--- src/rtl/pdseq_pkg.sv ---
package pdseq_pkg;

  localparam int GRP_N   = 6;
  localparam int GRP_CPU = 0;
  localparam int GRP_PCI = 1;

  typedef enum logic [2:0] {
    PH_RUN      = 3'd0,
    PH_STOPPING = 3'd1,
    PH_VCO_OFF  = 3'd2,
    PH_XTAL_OFF = 3'd3,
    PH_WAKING   = 3'd4
  } phase_t;

  // Target enable per group: all on in RUN except groups parked by a stop input.
  function automatic logic [GRP_N-1:0] want_mask(input logic running,
                                                 input logic cpu_stop,
                                                 input logic pci_stop);
    logic [GRP_N-1:0] m;
    m = running ? {GRP_N{1'b1}} : '0;
    if (cpu_stop) m[GRP_CPU] = 1'b0;
    if (pci_stop) m[GRP_PCI] = 1'b0;
    return m;
  endfunction

  // Number of cycles spent in WAKING.
  function automatic int wake_cycles(input int xtal_wait, input int vco_wait);
    return xtal_wait + vco_wait;
  endfunction

endpackage

--- src/rtl/pdseq_sync.sv ---
module pdseq_sync #(
  parameter int STAGES = 2
) (
  input  logic clk,
  input  logic rst_n,
  input  logic async_in,
  output logic sync_out
);
  logic [STAGES-1:0] chain;

  always_ff @(posedge clk or negedge rst_n) begin
    if (!rst_n) chain <= '0;
    else        chain <= {chain[STAGES-2:0], async_in};
  end

  assign sync_out = chain[STAGES-1];
endmodule

--- src/rtl/pdseq_gate.sv ---
module pdseq_gate (
  input  logic clk,
  input  logic rst_n,
  input  logic want,
  input  logic low_phase,
  output logic en
);
  always_ff @(posedge clk or negedge rst_n) begin
    if (!rst_n)         en <= 1'b1;
    else if (low_phase) en <= want;
  end

  // enable moves only while the group clock is low
  a_r2_move_in_low: assert property (@(posedge clk) disable iff (!rst_n)
    !$stable(en) |-> $past(low_phase));
endmodule

--- src/rtl/pdseq_fsm.sv ---
module pdseq_fsm
  import pdseq_pkg::*;
#(
  parameter int XTAL_WAIT     = 20,
  parameter int VCO_WAIT      = 12,
  parameter int CLK_KHZ       = 250000,
  parameter int WAKE_LIMIT_US = 3000
) (
  input  logic   clk,
  input  logic   rst_n,
  input  logic   pd_act,
  input  logic   all_parked,
  output phase_t phase,
  output logic   vco_en,
  output logic   xtal_en
);
  localparam int TOTAL      = wake_cycles(XTAL_WAIT, VCO_WAIT);
  localparam int CW         = $clog2(TOTAL + 1);
  localparam int WAKE_LIMIT = CLK_KHZ / 1000 * WAKE_LIMIT_US;
  localparam int AW         = $clog2(WAKE_LIMIT + 1);
  localparam logic [CW-1:0] XW   = CW'(XTAL_WAIT);
  localparam logic [CW-1:0] LAST = CW'(TOTAL - 1);

  phase_t        ph_q, ph_d;
  logic [CW-1:0] cnt_q;

  always_comb begin
    ph_d = ph_q;
    unique case (ph_q)
      PH_RUN:      if (pd_act) ph_d = PH_STOPPING;
      PH_STOPPING: if (!pd_act) ph_d = PH_RUN;
                   else if (all_parked) ph_d = PH_VCO_OFF;
      PH_VCO_OFF:  ph_d = PH_XTAL_OFF;
      PH_XTAL_OFF: if (!pd_act) ph_d = PH_WAKING;
      PH_WAKING:   if (cnt_q == LAST) ph_d = PH_RUN;
      default:     ph_d = PH_RUN;
    endcase
  end

  always_ff @(posedge clk or negedge rst_n) begin
    if (!rst_n) begin
      ph_q  <= PH_RUN;
      cnt_q <= '0;
    end else begin
      ph_q  <= ph_d;
      cnt_q <= (ph_q == PH_WAKING && ph_d == PH_WAKING) ? cnt_q + 1'b1 : '0;
    end
  end

  assign phase   = ph_q;
  assign xtal_en = (ph_q != PH_XTAL_OFF);
  assign vco_en  = !(ph_q == PH_VCO_OFF || ph_q == PH_XTAL_OFF ||
                     (ph_q == PH_WAKING && cnt_q < XW));

  // Wake-age counter for the wall-clock budget check
  logic [AW-1:0] wake_age;
  always_ff @(posedge clk or negedge rst_n) begin
    if (!rst_n)                 wake_age <= '0;
    else if (ph_q != PH_WAKING) wake_age <= '0;
    else if (wake_age != '1)    wake_age <= wake_age + 1'b1;
  end

  initial a_r6_budget: assert (TOTAL > 0 && TOTAL < WAKE_LIMIT);

  a_r6_wake_bound: assert property (@(posedge clk) disable iff (!rst_n)
    wake_age < AW'(WAKE_LIMIT));

  a_r3_parked_first: assert property (@(posedge clk) disable iff (!rst_n)
    (ph_q == PH_VCO_OFF) |-> all_parked);

  a_r3_xtal_order: assert property (@(posedge clk) disable iff (!rst_n)
    !xtal_en |-> !vco_en);

  a_r3_vco_off_one: assert property (@(posedge clk) disable iff (!rst_n)
    (ph_q == PH_VCO_OFF) |=> (ph_q == PH_XTAL_OFF));
endmodule

--- src/rtl/pdseq_ctrl.sv ---
module pdseq_ctrl
  import pdseq_pkg::*;
#(
  parameter int SYNC_STAGES   = 2,
  parameter int XTAL_WAIT     = 20,
  parameter int VCO_WAIT      = 12,
  parameter int CLK_KHZ       = 250000,
  parameter int WAKE_LIMIT_US = 3000
) (
  input  logic             clk,
  input  logic             rst_n,
  input  logic             pd_req_n,
  input  logic [GRP_N-1:0] grp_low,
  input  logic             cpu_stop,
  input  logic             pci_stop,
  input  logic             tristate_all,
  output logic [GRP_N-1:0] grp_en,
  output logic             grp_oe,
  output logic             vco_en,
  output logic             xtal_en,
  output logic [2:0]       phase
);
  logic             pd_act;
  logic             all_parked;
  logic [GRP_N-1:0] want;
  phase_t           ph;

  pdseq_sync #(.STAGES(SYNC_STAGES)) u_sync (
    .clk(clk), .rst_n(rst_n), .async_in(!pd_req_n), .sync_out(pd_act)
  );

  assign want = want_mask(ph == PH_RUN, cpu_stop, pci_stop);

  for (genvar g = 0; g < GRP_N; g++) begin : g_grp
    pdseq_gate u_gate (
      .clk(clk), .rst_n(rst_n), .want(want[g]),
      .low_phase(grp_low[g]), .en(grp_en[g])
    );
  end

  assign all_parked = (grp_en == '0);

  pdseq_fsm #(
    .XTAL_WAIT(XTAL_WAIT), .VCO_WAIT(VCO_WAIT),
    .CLK_KHZ(CLK_KHZ), .WAKE_LIMIT_US(WAKE_LIMIT_US)
  ) u_fsm (
    .clk(clk), .rst_n(rst_n), .pd_act(pd_act), .all_parked(all_parked),
    .phase(ph), .vco_en(vco_en), .xtal_en(xtal_en)
  );

  assign phase  = ph;
  assign grp_oe = !tristate_all;

  // shutdown begins only after the request crossed the synchronizer
  a_r1_sync_delay: assert property (@(posedge clk) disable iff (!rst_n)
    (ph == PH_STOPPING && $past(ph) == PH_RUN) |-> !$past(pd_req_n, SYNC_STAGES));

  // no enable rises outside RUN, whatever the stop inputs do
  a_r5_no_rise: assert property (@(posedge clk) disable iff (!rst_n)
    (ph != PH_RUN) |=> ((grp_en & ~$past(grp_en)) == '0));
endmodule

--- config.mk ---
export PLATFORM = sky130hd
export DESIGN_NAME = pdseq_ctrl
export DESIGN_NICKNAME = d
export VERILOG_FILES = /design/src/rtl/pdseq_pkg.sv /design/src/rtl/pdseq_sync.sv /design/src/rtl/pdseq_gate.sv /design/src/rtl/pdseq_fsm.sv /design/src/rtl/pdseq_ctrl.sv
export SDC_FILE = /design/constraint.sdc
export NUM_CORES = 1
export LEC_CHECK = 0
export CAP_MARGIN = 20
export CORE_MARGIN = 4
export CORE_UTILIZATION = 55
export DETAILED_ROUTE_END_ITERATION = 10
export DONT_BUFFER_PORTS = 1
export GPL_ROUTABILITY_DRIVEN = 0
export PLACE_DENSITY_LB_ADDON = 0.1
export SLEW_MARGIN = 20
export SYNTH_ARGS = -nofsm -noshare
export SYNTH_HDL_FRONTEND = slang
export SYNTH_SLANG_ARGS = --single-unit
--- constraint.sdc ---
create_clock -name clk -period 3.1 [get_ports clk]
set_input_delay 0.31 -clock clk [delete_from_list [all_inputs] [get_ports clk]]
set_output_delay 0.31 -clock clk [all_outputs]
set_load 0.005 [all_outputs]
==> impl_metrics.prom <==
# TYPE chip_impl_metric gauge
chip_impl_info{name="outcome",value="completed"} 1
chip_impl_metric{name="vias",unit=""} 473
chip_impl_info{name="synth_most_common_cell",value="sky130_fd_sc_hd__dfrtp_1"} 1
chip_impl_metric{name="multiInputGateArea",unit="um2"} 262.8
chip_impl_metric{name="num_rows",unit=""} 13
chip_impl_metric{name="synthesis.yosys.warnings",unit=""} 0
chip_impl_metric{name="share_comb_of_total_power",unit=""} 0.187
chip_impl_metric{name="layout.area.seq",unit="um2"} 432.9
chip_impl_metric{name="hold_viol",unit=""} 0
chip_impl_metric{name="critical_path_peak_fanout",unit=""} 9
chip_impl_metric{name="synthesis.instances",unit=""} 72
chip_impl_metric{name="floorplan.die_area",unit="um2"} 2083
chip_impl_metric{name="number_of_max_slew_violations_in_the_final_report",unit=""} 0
chip_impl_metric{name="finish.net_count",unit=""} 84
chip_impl_metric{name="drt_pre_antenna_iters",unit=""} 4
chip_impl_metric{name="detailedRoute.firstIterationViolations",unit=""} 13
chip_impl_metric{name="post_route_setup_tns",unit="ns"} 0
chip_impl_info{name="ys_dominant_reg_cell",value="sky130_fd_sc_hd__dfrtp_1"} 1
chip_impl_metric{name="cap_viol_max_count",unit=""} 0
chip_impl_info{name="worst-setup-path-type",value="reg -> out"} 1
chip_impl_metric{name="power.share.sequential",unit=""} 0.624
chip_impl_metric{name="power_frac_clock",unit=""} 0.189
chip_impl_metric{name="postCtsSetupRepairBufs",unit=""} 0
chip_impl_metric{name="final.min_clock_period",unit="ns"} 1.500
chip_impl_info{name="grt_setup_unrepaired",value="no"} 1
chip_impl_metric{name="die_width",unit="um"} 45.65
chip_impl_metric{name="die_y",unit="um"} 45.65
chip_impl_metric{name="postPlaceCellArea",unit="um2"} 748.2
chip_impl_metric{name="maximum_number_of_pins_on_one_net_before_global_route_repair",unit=""} 18
chip_impl_metric{name="mappedNetlistArea",unit="um2"} 779.5
chip_impl_metric{name="final_design_area_no_fill",unit="um2"} 785.8
chip_impl_info{name="synth_largest_area_cell",value="sky130_fd_sc_hd__dfrtp_1"} 1
chip_impl_metric{name="async_flop_share",unit=""} 1.000
chip_impl_info{name="grt_busiest_layer",value="met2"} 1
chip_impl_metric{name="power.density",unit="nW/um2"} 734.8
chip_impl_metric{name="grt_met2_usage",unit=""} 0.1811
chip_impl_info{name="synth.top_cells.by_count",value="sky130_fd_sc_hd__dfrtp_1, sky130_fd_sc_hd__inv_1, sky130_fd_sc_hd__buf_4, sky130_fd_sc_hd__dfstp_2, sky130_fd_sc_hd__nor2_1"} 1
chip_impl_metric{name="grt.met3_usage",unit=""} 0.07510
chip_impl_metric{name="wl_per_cell",unit="um"} 13.67
chip_impl_metric{name="sw_frac_of_total",unit=""} 0.3097
chip_impl_metric{name="numCtsBuffers",unit=""} 3
chip_impl_metric{name="layout-area-overhead-vs-synth",unit="%"} 0.8026
chip_impl_metric{name="timing.final.setup_violations",unit=""} 0
chip_impl_metric{name="detail-route-antenna-nets",unit=""} 0
chip_impl_metric{name="initial_utilization",unit=""} 0.5916
chip_impl_info{name="endpoint_kind",value="output port"} 1
chip_impl_metric{name="fillers",unit=""} 104
chip_impl_metric{name="post_drt_via_cell_ratio",unit=""} 5.565
chip_impl_metric{name="mappedNetlistNets",unit=""} 85
chip_impl_metric{name="insertedDiodeCount",unit=""} 0
chip_impl_metric{name="synth-seq-cells",unit=""} 17
chip_impl_metric{name="number_of_antenna_violations_at_the_first_check_in_global_routing",unit=""} 0
chip_impl_metric{name="drcViolationCount",unit=""} 0
chip_impl_metric{name="grt_util_met1",unit=""} 0.1450
chip_impl_metric{name="worstPathArrival",unit="ns"} 1.19
chip_impl_metric{name="total_leakage_power",unit="nW"} 0.3275
chip_impl_metric{name="path_clk_slew",unit="ns"} 0.09
chip_impl_info{name="synth_area_leaders",value="sky130_fd_sc_hd__dfrtp_1, sky130_fd_sc_hd__dfstp_2, sky130_fd_sc_hd__buf_4"} 1
chip_impl_metric{name="globalRouteTotalUtil",unit=""} 0.1264
chip_impl_metric{name="power.ir.vdd_worst",unit="mV"} 0.4833
chip_impl_metric{name="worstMarginPinSlew",unit="ns"} 0.7001
chip_impl_metric{name="htree_levels",unit=""} 1
chip_impl_metric{name="skew",unit="ns"} 0.009958
chip_impl_metric{name="post-dp-hpwl",unit="um"} 926.4
chip_impl_metric{name="required_worst_endpoint",unit="ns"} 2.79
chip_impl_info{name="timing.hold.worst.class",value="in -> reg"} 1
chip_impl_metric{name="slew_headroom",unit=""} 0.5317
chip_impl_metric{name="worst_hold_slack",unit="ns"} 0.06680
chip_impl_metric{name="top_level_ports",unit=""} 24
chip_impl_info{name="cts_root_buffer",value="sky130_fd_sc_hd__clkbuf_4"} 1
chip_impl_metric{name="cts_buffer_depth",unit=""} 2
chip_impl_metric{name="postLayoutCoreUtil",unit=""} 0.5964
chip_impl_metric{name="max_freq",unit="GHz"} 0.6666
chip_impl_metric{name="switching_power",unit="mW"} 0.1788
chip_impl_metric{name="grt_pass1_wl",unit="um"} 1787
chip_impl_metric{name="postSynthAreaPerCell",unit="um2"} 10.83
chip_impl_metric{name="layout-drive-gt1-share",unit=""} 0.2429
chip_impl_metric{name="grt_pass1_vias",unit=""} 428
chip_impl_metric{name="drt-total-wl",unit="um"} 1162
chip_impl_info{name="cp-start-kind",value="flop"} 1
chip_impl_metric{name="ys_seq_area_frac",unit=""} 0.5554
chip_impl_metric{name="insertion_delay",unit="ns"} 0.29
chip_impl_metric{name="grt_remaining_overflow",unit=""} 0
chip_impl_metric{name="synthDistinctLibCells",unit=""} 27
chip_impl_metric{name="design.core.area",unit="um2"} 1318
chip_impl_metric{name="power.internal",unit="mW"} 0.3986
chip_impl_metric{name="buffer_ports.inserted",unit=""} 0
chip_impl_metric{name="area_share_of_the_leading_cell_type_in_the_synthesized_netlist",unit=""} 0.3531
chip_impl_metric{name="number_of_clock_sinks",unit=""} 17
chip_impl_metric{name="synth_edf_count",unit=""} 0
chip_impl_metric{name="finalCritPeriodShare",unit=""} 0.4839
chip_impl_info{name="clock_tree_from_tritoncts",value="yes"} 1
-- state kept, by name (all words and copies together), names as in the netlist --
signal           cells
u_fsm.cnt_q          6
u_fsm.phase          3
u_sync.chain         2
g_grp.u_gate.en      6
-- routing by layer --
| metal | vias up | routed length [um] | part of all wire |
|---|---|---|---|
| met5 | - | 0 | 0 |
| met4 | 0 | 25 | 0.022 |
| met3 | 4 | 98 | 0.084 |
| met2 | 15 | 524 | 0.45 |
| met1 | 221 | 513 | 0.44 |
| li1 | 233 | - | - |
-- worst paths after layout --
check / depth (start not counted) / to / startpoint / slack, ns
setup / recovery: 2 / vco_en / u_fsm.phase[0]$_DFF_PN0_ / 1.60
hold / removal: 1 / u_sync.chain[0]$_DFF_PN0_ / pd_req_n / 0.07
setup reg to reg: 2 / g_grp[3].u_gate.en$_DFFE_PN1P_ / u_fsm.phase[1]$_DFF_PN0_ / 1.78
hold reg to reg: 0 / u_sync.chain[1]$_DFF_PN0_ / u_sync.chain[0]$_DFF_PN0_ / 0.36
max in group asynchronous: 1 / u_fsm.phase[0]$_DFF_PN0_ / rst_n / 2.15
min in group asynchronous: 1 / u_fsm.cnt_q[3]$_DFF_PN0_ / rst_n / 0.50
-- kinds of logic (layout without fill, tap and decap cells) --
group,count (synthesis),after routing,share of synthesized area
compound gates,9,9,0.07705
xor+xnor,3,3,0.03371
fa+ha+maj,1,1,0.01605
buf+inv,16,14,0.1075
flops,17,17,0.5554
mux,4,4,0.05778
simple gates,22,22,0.1525
-- cells in the final DEF (no fill, tap or decap), drive strengths merged --
master | Yosys | final
or3 | 2 | 2
nor4 | 1 | 1
xnor2 | 1 | 1
nand3b | 2 | 2
dfstp | 6 | 6
ha | 1 | 1
nor2b | 1 | 1
a31oi | 1 | 1
xor2 | 2 | 2
o21ai | 5 | 5
dfrtp | 11 | 11
dlygate4sd3 | 0 | 1
o221a | 1 | 1
a221oi | 1 | 1
clkinv | 0 | 1
nor3b | 1 | 1
nand3 | 3 | 3
clkbuf | 1 | 3
nor3 | 1 | 1
nand2 | 3 | 3
mux2 | 4 | 4
nand4 | 1 | 1
nand2b | 1 | 1
inv | 9 | 9
a21oi | 1 | 1
nor2 | 6 | 6
-- worst max-delay path: stages, from the launching register on --
cell	delay, ns
sky130_fd_sc_hd__dfrtp_1	0.49
sky130_fd_sc_hd__nor3b_1	0.28
sky130_fd_sc_hd__a31oi_1	0.15
-- repair_timing --
action / in CTS / in global routing
endpoints found under the hold margin: 17 / 0
hold buffers: 1 / 0
resized for setup: 0 / 0
-- area by class of cell --
cell class / instances / share of cell area
clock inverter: 1 / 0.006369
multi-input combinational: 39 / 0.3344
timing repair buffer: 1 / 0.01274
sequential: 17 / 0.5510
inverter: 9 / 0.04299
tap: 15 / 0.02389
clock buffer: 3 / 0.02866
-- power groups by stage --
stage / Sequential [mW] / Clock (mW) / Combinational (mW)
final: 0.360 / 0.109 / 0.108
after global routing: 0.372 / 0.123 / 0.122
after CTS: 0.362 / 0.118 / 0.109
after detailed placement: 0.367 / 0 / 0.104
after global placement: 0.365 / 0 / 0.102
after floorplan: 0.334 / 0 / 0.151
-- per-stage QoR --
step	total power [mW]	setup WS [ns]	cells
floorplan	0.4851	1.933	72
global placement	0.4670	1.821	80
detailed placement	0.4711	1.773	80
CTS	0.5890	1.570	85
global route	0.6170	1.458	85
finish	0.5773	1.600	85
Note: power is estimated with default switching activity, not from simulation.
